**config.mk**
```make
export PLATFORM = sky130hd
export DESIGN_NAME = apm_mbox
export DESIGN_NICKNAME = d
export VERILOG_FILES = /design/src/rtl/apm_mbox_pkg.sv /design/src/rtl/apm_io_decode.sv /design/src/rtl/apm_mbox_regs.sv /design/src/rtl/apm_event_route.sv /design/src/rtl/apm_mbox.sv
export SDC_FILE = /design/constraint.sdc
export NUM_CORES = 1
export LEC_CHECK = 0
export ABC_AREA = 1
export BUFFER_PORTS_ARGS = -buffer_cell sky130_fd_sc_hd__buf_2
export CORE_MARGIN = 4
export CORE_UTILIZATION = 45
export DETAILED_ROUTE_END_ITERATION = 10
export GPL_TIMING_DRIVEN = 0
export PLACE_DENSITY_LB_ADDON = 0.12
export SLEW_MARGIN = 25
export SYNTH_ARGS = -nofsm -noshare
export SYNTH_HDL_FRONTEND = slang
export SYNTH_HIERARCHICAL = 1
export SYNTH_SLANG_ARGS = --single-unit
```
**constraint.sdc**
```tcl
create_clock -name clk -period 2.4 [get_ports clk]
set_input_delay 0.12 -clock clk [delete_from_list [all_inputs] [get_ports clk]]
set_output_delay 0.12 -clock clk [all_outputs]
set_load 0.005 [all_outputs]
```
**src/rtl/apm_mbox_pkg.sv**
```systemverilog
package apm_mbox_pkg;
   localparam int NUM_MBOX = 2;
   localparam int IDX_W    = 1;
   localparam logic [IDX_W-1:0] CMD_IDX = 1'b0;
   localparam logic [IDX_W-1:0] STS_IDX = 1'b1;

   typedef enum logic [1:0] {
      ROUTE_IDLE = 2'b00,
      ROUTE_MGMT = 2'b01,
      ROUTE_CB   = 2'b10
   } route_e;
endpackage

```
**src/rtl/apm_io_decode.sv**
```systemverilog
module apm_io_decode
   import apm_mbox_pkg::*;
#(
   parameter int ADDR_W = 16,
   parameter logic [ADDR_W-1:0] CMD_ADDR = 'hB2,
   parameter logic [ADDR_W-1:0] STS_ADDR = 'hB3
)(
   input  logic [ADDR_W-1:0] addr,
   input  logic              wr,
   input  logic              rd,
   input  logic              ext,
   output logic              hit,
   output logic              wr_en,
   output logic              rd_en,
   output logic              cmd_wr,
   output logic [IDX_W-1:0]  idx
);
   if (CMD_ADDR == STS_ADDR) begin : g_bad_addr
      $error("apm_io_decode: command and status addresses must differ");
   end
   if (ADDR_W < 8) begin : g_bad_width
      $error("apm_io_decode: address width too small");
   end

   logic cmd_match, sts_match, primary_access;

   always_comb begin
      cmd_match      = (addr == CMD_ADDR);
      sts_match      = (addr == STS_ADDR);
      primary_access = (wr | rd) & ~ext;
      hit            = (cmd_match | sts_match) & primary_access;
      wr_en          = hit & wr;
      rd_en          = hit & rd;
      cmd_wr         = wr_en & cmd_match;
      idx            = sts_match ? STS_IDX : CMD_IDX;
   end

   // secondary-path accesses are never claimed
   always_comb begin
      p_ext_unclaimed_r4: assert (!(ext && hit));
   end
endmodule

```
**src/rtl/apm_mbox_regs.sv**
```systemverilog
module apm_mbox_regs
   import apm_mbox_pkg::*;
#(
   parameter int DATA_W = 8,
   parameter logic [DATA_W-1:0] RST_VAL = '0
)(
   input  logic              clk,
   input  logic              rst_n,
   input  logic              wr_en,
   input  logic              rd_en,
   input  logic [IDX_W-1:0]  idx,
   input  logic [DATA_W-1:0] wdata,
   output logic [DATA_W-1:0] rdata
);
   if (DATA_W < 1) begin : g_bad_data
      $error("apm_mbox_regs: data width must be positive");
   end

   logic [NUM_MBOX-1:0][DATA_W-1:0] mbox_q;

   for (genvar i = 0; i < NUM_MBOX; i++) begin : g_mbox
      always_ff @(posedge clk or negedge rst_n) begin
         if (!rst_n)                                   mbox_q[i] <= RST_VAL;
         else if (wr_en && idx == IDX_W'(i))           mbox_q[i] <= wdata;
      end

      // an accepted write lands in the addressed register
      p_store_r2: assert property (@(posedge clk) disable iff (!rst_n)
         (wr_en && idx == IDX_W'(i)) |=> (mbox_q[i] == $past(wdata)));
   end

   always_comb begin
      rdata = '0;
      if (rd_en) rdata = mbox_q[idx];
   end

   // without an accepted write no register changes
   p_keep_r4: assert property (@(posedge clk) disable iff (!rst_n)
      !wr_en |=> $stable(mbox_q));
endmodule

```
**src/rtl/apm_event_route.sv**
```systemverilog
module apm_event_route
   import apm_mbox_pkg::*;
#(
   parameter bit CB_ACT_LOW = 1'b1
)(
   input  logic clk,
   input  logic rst_n,
   input  logic cmd_wr,
   input  logic irq_en,
   input  logic cb_en,
   input  logic sts_clr,
   output logic mgmt_irq,
   output logic cb_line,
   output logic sts
);
   route_e evt_route;
   logic   mgmt_q, cb_q;

   always_comb begin
      evt_route = ROUTE_IDLE;
      if (cmd_wr && irq_en) evt_route = cb_en ? ROUTE_CB : ROUTE_MGMT;
   end

   always_ff @(posedge clk or negedge rst_n) begin
      if (!rst_n) begin
         mgmt_q <= 1'b0;
         cb_q   <= 1'b0;
      end else begin
         mgmt_q <= (evt_route == ROUTE_MGMT) | (mgmt_q & ~sts_clr);
         cb_q   <= (evt_route == ROUTE_CB)   | (cb_q   & ~sts_clr);
      end
   end

   assign mgmt_irq = mgmt_q;
   assign sts      = mgmt_q | cb_q;

   if (CB_ACT_LOW) begin : g_cb_low
      assign cb_line = ~cb_q;
   end else begin : g_cb_high
      assign cb_line = cb_q;
   end

   // management route
   p_mgmt_route_r5: assert property (@(posedge clk) disable iff (!rst_n)
      (cmd_wr && irq_en && !cb_en) |=> (mgmt_irq && sts));
   // callback route
   p_cb_route_r6: assert property (@(posedge clk) disable iff (!rst_n)
      (cmd_wr && irq_en && cb_en) |=> (cb_q && sts && (mgmt_irq == ($past(mgmt_irq) && !$past(sts_clr)))));
   // no event while disabled
   p_no_event_r7: assert property (@(posedge clk) disable iff (!rst_n)
      (!irq_en && !sts) |=> !sts);
   // status holds until cleared
   p_hold_r9: assert property (@(posedge clk) disable iff (!rst_n)
      (sts && !sts_clr) |=> sts);
   // clear empties status
   p_clear_r9: assert property (@(posedge clk) disable iff (!rst_n)
      (sts_clr && !(cmd_wr && irq_en)) |=> (!sts && !mgmt_irq));
   // event beats a simultaneous clear
   p_evt_wins_r10: assert property (@(posedge clk) disable iff (!rst_n)
      (sts_clr && cmd_wr && irq_en) |=> sts);
endmodule

```
**src/rtl/apm_mbox.sv**
```systemverilog
module apm_mbox
   import apm_mbox_pkg::*;
#(
   parameter int ADDR_W = 16,
   parameter int DATA_W = 8,
   parameter logic [ADDR_W-1:0] CMD_ADDR = 'hB2,
   parameter logic [ADDR_W-1:0] STS_ADDR = 'hB3,
   parameter logic [DATA_W-1:0] RST_VAL  = '0,
   parameter bit CB_ACT_LOW = 1'b1
)(
   input  logic              clk,
   input  logic              rst_n,
   input  logic [ADDR_W-1:0] io_addr,
   input  logic              io_wr,
   input  logic              io_rd,
   input  logic              io_ext,
   input  logic [DATA_W-1:0] io_wdata,
   output logic [DATA_W-1:0] io_rdata,
   output logic              io_hit,
   input  logic              apm_irq_en,
   input  logic              callback_en,
   input  logic              sts_clr,
   output logic              mgmt_irq,
   output logic              cb_irq_n,
   output logic              evt_sts
);
   logic             wr_en, rd_en, cmd_wr;
   logic [IDX_W-1:0] idx;

   apm_io_decode #(
      .ADDR_W(ADDR_W), .CMD_ADDR(CMD_ADDR), .STS_ADDR(STS_ADDR)
   ) u_decode (
      .addr(io_addr), .wr(io_wr), .rd(io_rd), .ext(io_ext),
      .hit(io_hit), .wr_en(wr_en), .rd_en(rd_en), .cmd_wr(cmd_wr), .idx(idx)
   );

   apm_mbox_regs #(
      .DATA_W(DATA_W), .RST_VAL(RST_VAL)
   ) u_regs (
      .clk(clk), .rst_n(rst_n), .wr_en(wr_en), .rd_en(rd_en),
      .idx(idx), .wdata(io_wdata), .rdata(io_rdata)
   );

   apm_event_route #(
      .CB_ACT_LOW(CB_ACT_LOW)
   ) u_route (
      .clk(clk), .rst_n(rst_n), .cmd_wr(cmd_wr), .irq_en(apm_irq_en),
      .cb_en(callback_en), .sts_clr(sts_clr),
      .mgmt_irq(mgmt_irq), .cb_line(cb_irq_n), .sts(evt_sts)
   );

   // status rises only after a primary write to the command address
   p_only_cmd_r8: assert property (@(posedge clk) disable iff (!rst_n)
      $rose(evt_sts) |-> $past(io_wr && !io_ext && io_addr == CMD_ADDR));
   // no claimed read, no data
   p_idle_data_r11: assert property (@(posedge clk) disable iff (!rst_n)
      !(io_rd && io_hit) |-> (io_rdata == '0));
endmodule

```
======== Yosys cells after proc, flatten, opt, wreduce, memory -nomap -nowiden ========
Cells that the tools add are included.
cells by class
  add/subtract/negate cells ............... 0
  multipliers ............................. 0
  div/mod/pow operators ................... 0
  order comparisons ....................... 1
  equality and inequality tests ........... 4
  shift operators ......................... 0
  multiplexer cells ....................... 6
  bitwise gates (word level) .............. 16
  reduce and logical (&&, ||, !) cells .... 3
operators by type and width
  kind                   number
  $eq A16 B8 Y1 const B  2
  $mux W8                3
  $and A1 B1 Y1          7
  $or A1 B1 Y1           5
  $mux W2                2
  $not A1 Y1             4
  $logic_and A1 B1 Y1    3
  $eq A2 B1 Y1 const B   1
  $eq A2 B2 Y1 const B   1
  $lt A1 B2 Y1 const B   1
  $mux W1                1
storage, ports and cells
  flip-flop bits (word level) ............. 18
  bits in latches ......................... 0
  memory bits (writable) .................. 0
  memory bits (read-only) ................. 0
  bits of input ports ..................... 32
  output and inout bits ................... 12
  memories kept ........................... 0

======== Longest topological paths before layout ========
  depth in word-level cells ............... 9
  depth in mapped cells ................... 12
  mapped depth without buffers ............ 11

======== Modules after synthesis ========
Netlist, hierarchy kept.
by module, submodules not included
  module           times used  cells an instance  area each (sq um)  seq. area each (sq um)
  apm_mbox_regs    1           113                845.8              400.4
  apm_io_decode    1           34                 156.4              0.0
  apm_event_route  1           12                 92.6               50.0

======== Worst setup path before layout ========
No wires, ideal clock.
  path type ............................... input port to flip-flop
  from .................................... input port io_addr[15]
  to ...................................... register u_regs/mbox_q[10] (netlist name)
  arrival ................................. 1,025 ps
  required time ........................... 2,283 ps
  slack ................................... 1,258 ps
  stages on the path ...................... 11
  cells stage by stage .................... nor2_1 > nand2_1 > nor2_2 > nand2_1 > nand2_2 > nand3_2 > inv_1 > buf_6 > nand2_1 > nand2_1 > nand2_1
on the way
  cells in the longest elaborated chain, start to end .. 5
ends and longest elaborated chain
  what                                     RTL line                                  source
  start: declaration                       apm_mbox.sv:13                            input logic [ADDR_W-1:0] io_addr,
  $eq A16 B8 Y1, on equally long branches  apm_io_decode.sv:28, apm_io_decode.sv:29
  $or A1 B1 Y1 *                           apm_io_decode.sv:31                       hit = (cmd_match | sts_match) & primary_access;
  $and A1 B1 Y1 *                          apm_io_decode.sv:31
  $and A1 B1 Y1 *                          apm_io_decode.sv:32                       wr_en = hit & wr;
  net wr_en                                apm_mbox.sv:27                            logic wr_en, rd_en, cmd_wr;
  $logic_and A1 B1 Y1 *                    apm_mbox_regs.sv:24                       else if (wr_en && idx == IDX_W'(i)) mbox_q[i] <= wdata;
  end signal: indexed assignment           apm_mbox_regs.sv:24
  end: declaration                         apm_mbox_regs.sv:19                       logic [NUM_MBOX-1:0][DATA_W-1:0] mbox_q;
Mark *: on every way through the listed nets, which the timed path passes. The rest lies on a longest branch.
A chain may end at the register's enable or synchronous reset.

======== Final worst setup path ========
  from .................................... input port io_addr[13]
  to ...................................... output port io_rdata[5]
on the way
  cells in the longest elaborated chain, start to end .. 5
ends and longest elaborated chain
  what                                     RTL line                                  source
  $eq A16 B8 Y1, on equally long branches  apm_io_decode.sv:28, apm_io_decode.sv:29
  $or A1 B1 Y1 *                           apm_io_decode.sv:31
  $and A1 B1 Y1 *                          apm_io_decode.sv:31
  $and A1 B1 Y1 *                          apm_io_decode.sv:33                       rd_en = hit & rd;
  net rd_en                                apm_mbox.sv:27
  $mux W8 *                                apm_mbox_regs.sv:34                       if (rd_en) rdata = mbox_q[idx];
  end: declaration                         apm_mbox.sv:18                            output logic [DATA_W-1:0] io_rdata,
Mark *: on every way through the listed nets, which the timed path passes. The rest lies on a longest branch. The select of a mux whose other input is x is not followed.

==> results.json <==
{
  "status": "finished clean",
  "syn2layout_area_growth_pct": 25.8,
  "drt-total-wl_um": 2460,
  "ios": 44,
  "grt_pass1_vias": 1046,
  "drt_first_pass_iters": 4,
  "drt_first_iter_violations": 28,
  "slew_viol_final": 0,
  "gp_routability_congestion": 0.757,
  "cts-root-buf": "clkbuf_4",
  "synth_top_area_cell": "dfrtp_1",
  "end_kind": "output pin",
  "grt_use_total_pct": 16.7,
  "grt_max_degree": 19,
  "dp_hpwl_um": 1910,
  "critical_path_required_ns": 2.28,
  "crit_start": "io_addr[13]",
  "clk_latency_ns": 0.28,
  "slowest_stage": "buf_6",
  "placedCellCount": 230,
  "drive_gt1_share_pct": 30.1,
  "pwr-share-comb_pct": 9.4,
  "htreeDepth": 1,
  "fin_worst_skew_ns": 0,
  "hp-class": "input port to register",
  "p_leak_nw": 0.778,
  "r2r_start": "u_regs/mbox_q[14]",
  "cellPowerDensity_mw_per_mm2": 358,
  "initial_core_util_pct": 48.6,
  "p_seq_share_pct": 61.4,
  "die_y_um": 57.3,
  "num_antenna_cells": 0,
  "design_area_mm2": 0.00138,
  "num_rows": 17,
  "synth.top_cells.by_area": "dfrtp_1 (41%), nand2_1 (21%), nor2_1 (8.6%)",
  "setup_viol": 0,
  "vias": 1073,
  "crit_arrival_ns": 1.25,
  "crit_type": "input port to output pin",
  "finalCriticalPeriod_ns": 1.37,
  "port_buffers": 43,
  "grt_remaining_overflow": 0,
  "placed_area_mm2": 0.00135,
  "synth_top_cell_area_share_pct": 41.1,
  "clock_power_share_pct": 29.2,
  "yosysSeqAreaShare_pct": 41.1,
  "post_drt_wl_per_cell_um": 10.5,
  "drc": 0,
  "viasPerCell": 4.59,
  "crit_family": "simple AND/OR/NAND/NOR gates",
  "start_kind": "input port",
  "cp_max_fo": 8,
  "post_cts_resized": 0,
  "synth-seq-cells": 18,
  "die-width_um": 57.3,
  "setup_tns_ns": 0,
  "nets": 240,
  "clock_sinks": 18,
  "cts_buffers": 3,
  "cpMostUsedCell": "nand2_1",
  "max_slew_margin_pct": 73.1,
  "total_power_mw": 0.494,
  "antenna_found_initial": 0,
  "fin_crit_sh_pct": 57.0,
  "yosysUniqueCellTypes": 14,
  "max_stage_delay_ns": 0.15,
  "power.internal_mw": 0.385,
  "p_switching_mw": 0.109,
  "die-area_mm2": 0.00329,
  "clockBufferDepth": 2,
  "swShare_pct": 22.0,
  "finalNonFillerCells": 234,
  "finalHoldViolations": 0,
  "synth_area_per_cell_um2": 6.89,
  "rsz0062_at_grt": "false",
  "cts_tree": "yes",
  "yosysWarnings": 6,
  "fin_ws_ns": 1.03,
  "clk_pin_slew_ns": 0.09,
  "syn_nets": 191,
  "max_freq_ghz": 0.731,
  "cp_cell_sequence": "buf_2, nor2_1, nand2_1, nor2_2, nand2_1, nand2_2, nand2_1, nor2_1, buf_6, nand2_1, nor2_1, buf_2",
  "maxCapViolations": 0,
  "ant_nets": 0,
  "min-delay-start": "callback_en",
  "tightest_slew_ns": 0.404,
  "netlist_area_mm2": 0.00109,
  "post-place-ws_ns": 0.986,
  "coreArea_mm2": 0.00225,
  "grt_pass1_wl_um": 4320,
  "cp.buffers_inverters": 3,
  "irDropWorstVdd_mv": 0.267,
  "syn_inst": 159
}
state kept, by name (all words and copies together) (netlist names):
signal / count
u_regs/mbox_q: 16
u_route/mgmt_irq: 1
u_route/cb_q: 1
layout by cell type (no fill, tap or decap):
master,count
nand2_1,61
buf_2,43
nor2_1,25
inv_1,20
nand3_1,18
dfrtp_1,18
buf_6,5
clkbuf_4,3
nor2_2,3
nand2_2,3
dlygate4sd3_1,1
a21oi_4,1
nand3_2,1
buf_8,1
inv_2,1
nand2_4,1
or2_1,1
stage by stage:
stage | hold slack, ns | util (%)
floorplan | -0.176 | -
global placement | 0.0719 | 59.7
detailed placement | 0.0719 | 59.7
CTS | 0.0639 | 61.1
global route | 0.0610 | 61.1
finish | 0.0670 | 61.1
tightest hold or removal path, delay by kind of cell:
kind                   cells  cell delay [ns]
buffers and inverters      1             0.08
AND/OR/NAND/NOR            2             0.12
path summary, 6_finish.rpt:
kind	slack, ns	cells past startpoint	endpoint
max	1.03	12	io_rdata[5]
max in group asynchronous	1.81	2	u_regs/mbox_q[15]
min	0.07	3	u_route/cb_q
max reg2reg	1.76	2	u_regs/mbox_q[14]
min in group asynchronous	0.31	2	u_regs/mbox_q[8]
min reg2reg	0.48	2	u_regs/mbox_q[10]
power by group through the flow:
stage / Sequential, mW / Combinational, mW / Clock (mW)
2_1_floorplan: 0.309 / 0.0109 / 0
5_1_grt: 0.303 / 0.0527 / 0.166
6_report: 0.303 / 0.0463 / 0.144
3_3_place_gp: 0.309 / 0.0443 / 0
3_5_place_dp: 0.309 / 0.0458 / 0
4_1_cts: 0.303 / 0.0471 / 0.149
cells in the mapped netlist, drive strengths merged:
cell type	instances
nand2	65
nor2	28
inv	21
nand3	19
dfrtp	18
buf	6
a21oi	1
or2	1
what timing repair did:
action / 4_1_cts / 5_1_grt
hold endpoints to repair: 18 / 0
buffers inserted: 0 / 0
hold buffers: 1 / 0
cell type report:
type	count	area [um2]
repair buffers	44	225
plain buffers	6	71.3
clock buffers	3	22.5
well taps	28	35.0
multi-input cells	114	494
fillers	221	877
flip-flops and latches	18	450
inverters	21	78.8
cells by family after synthesis:
| group | Yosys count | share of synthesized area [%] |
|---|---|---|
| AOI/OAI and AO/OA | 1 | 1.49 |
| buffers and inverters | 27 | 13.7 |
| and+or+nand+nor | 113 | 43.7 |
| DFF | 18 | 41.1 |
layer usage:
layer | global-route usage (%) | part of all wire (%) | up-vias
met1 | 19.4 | 41 | 469
met2 | 30.3 | 51 | 32
met4 | 5.96 | 1.7 | 0
met5 | 0 | 0 | -
met3 | 3.39 | 6.7 | 5
li1 | - | - | 567
Note: power is estimated with default switching activity, not from simulation.
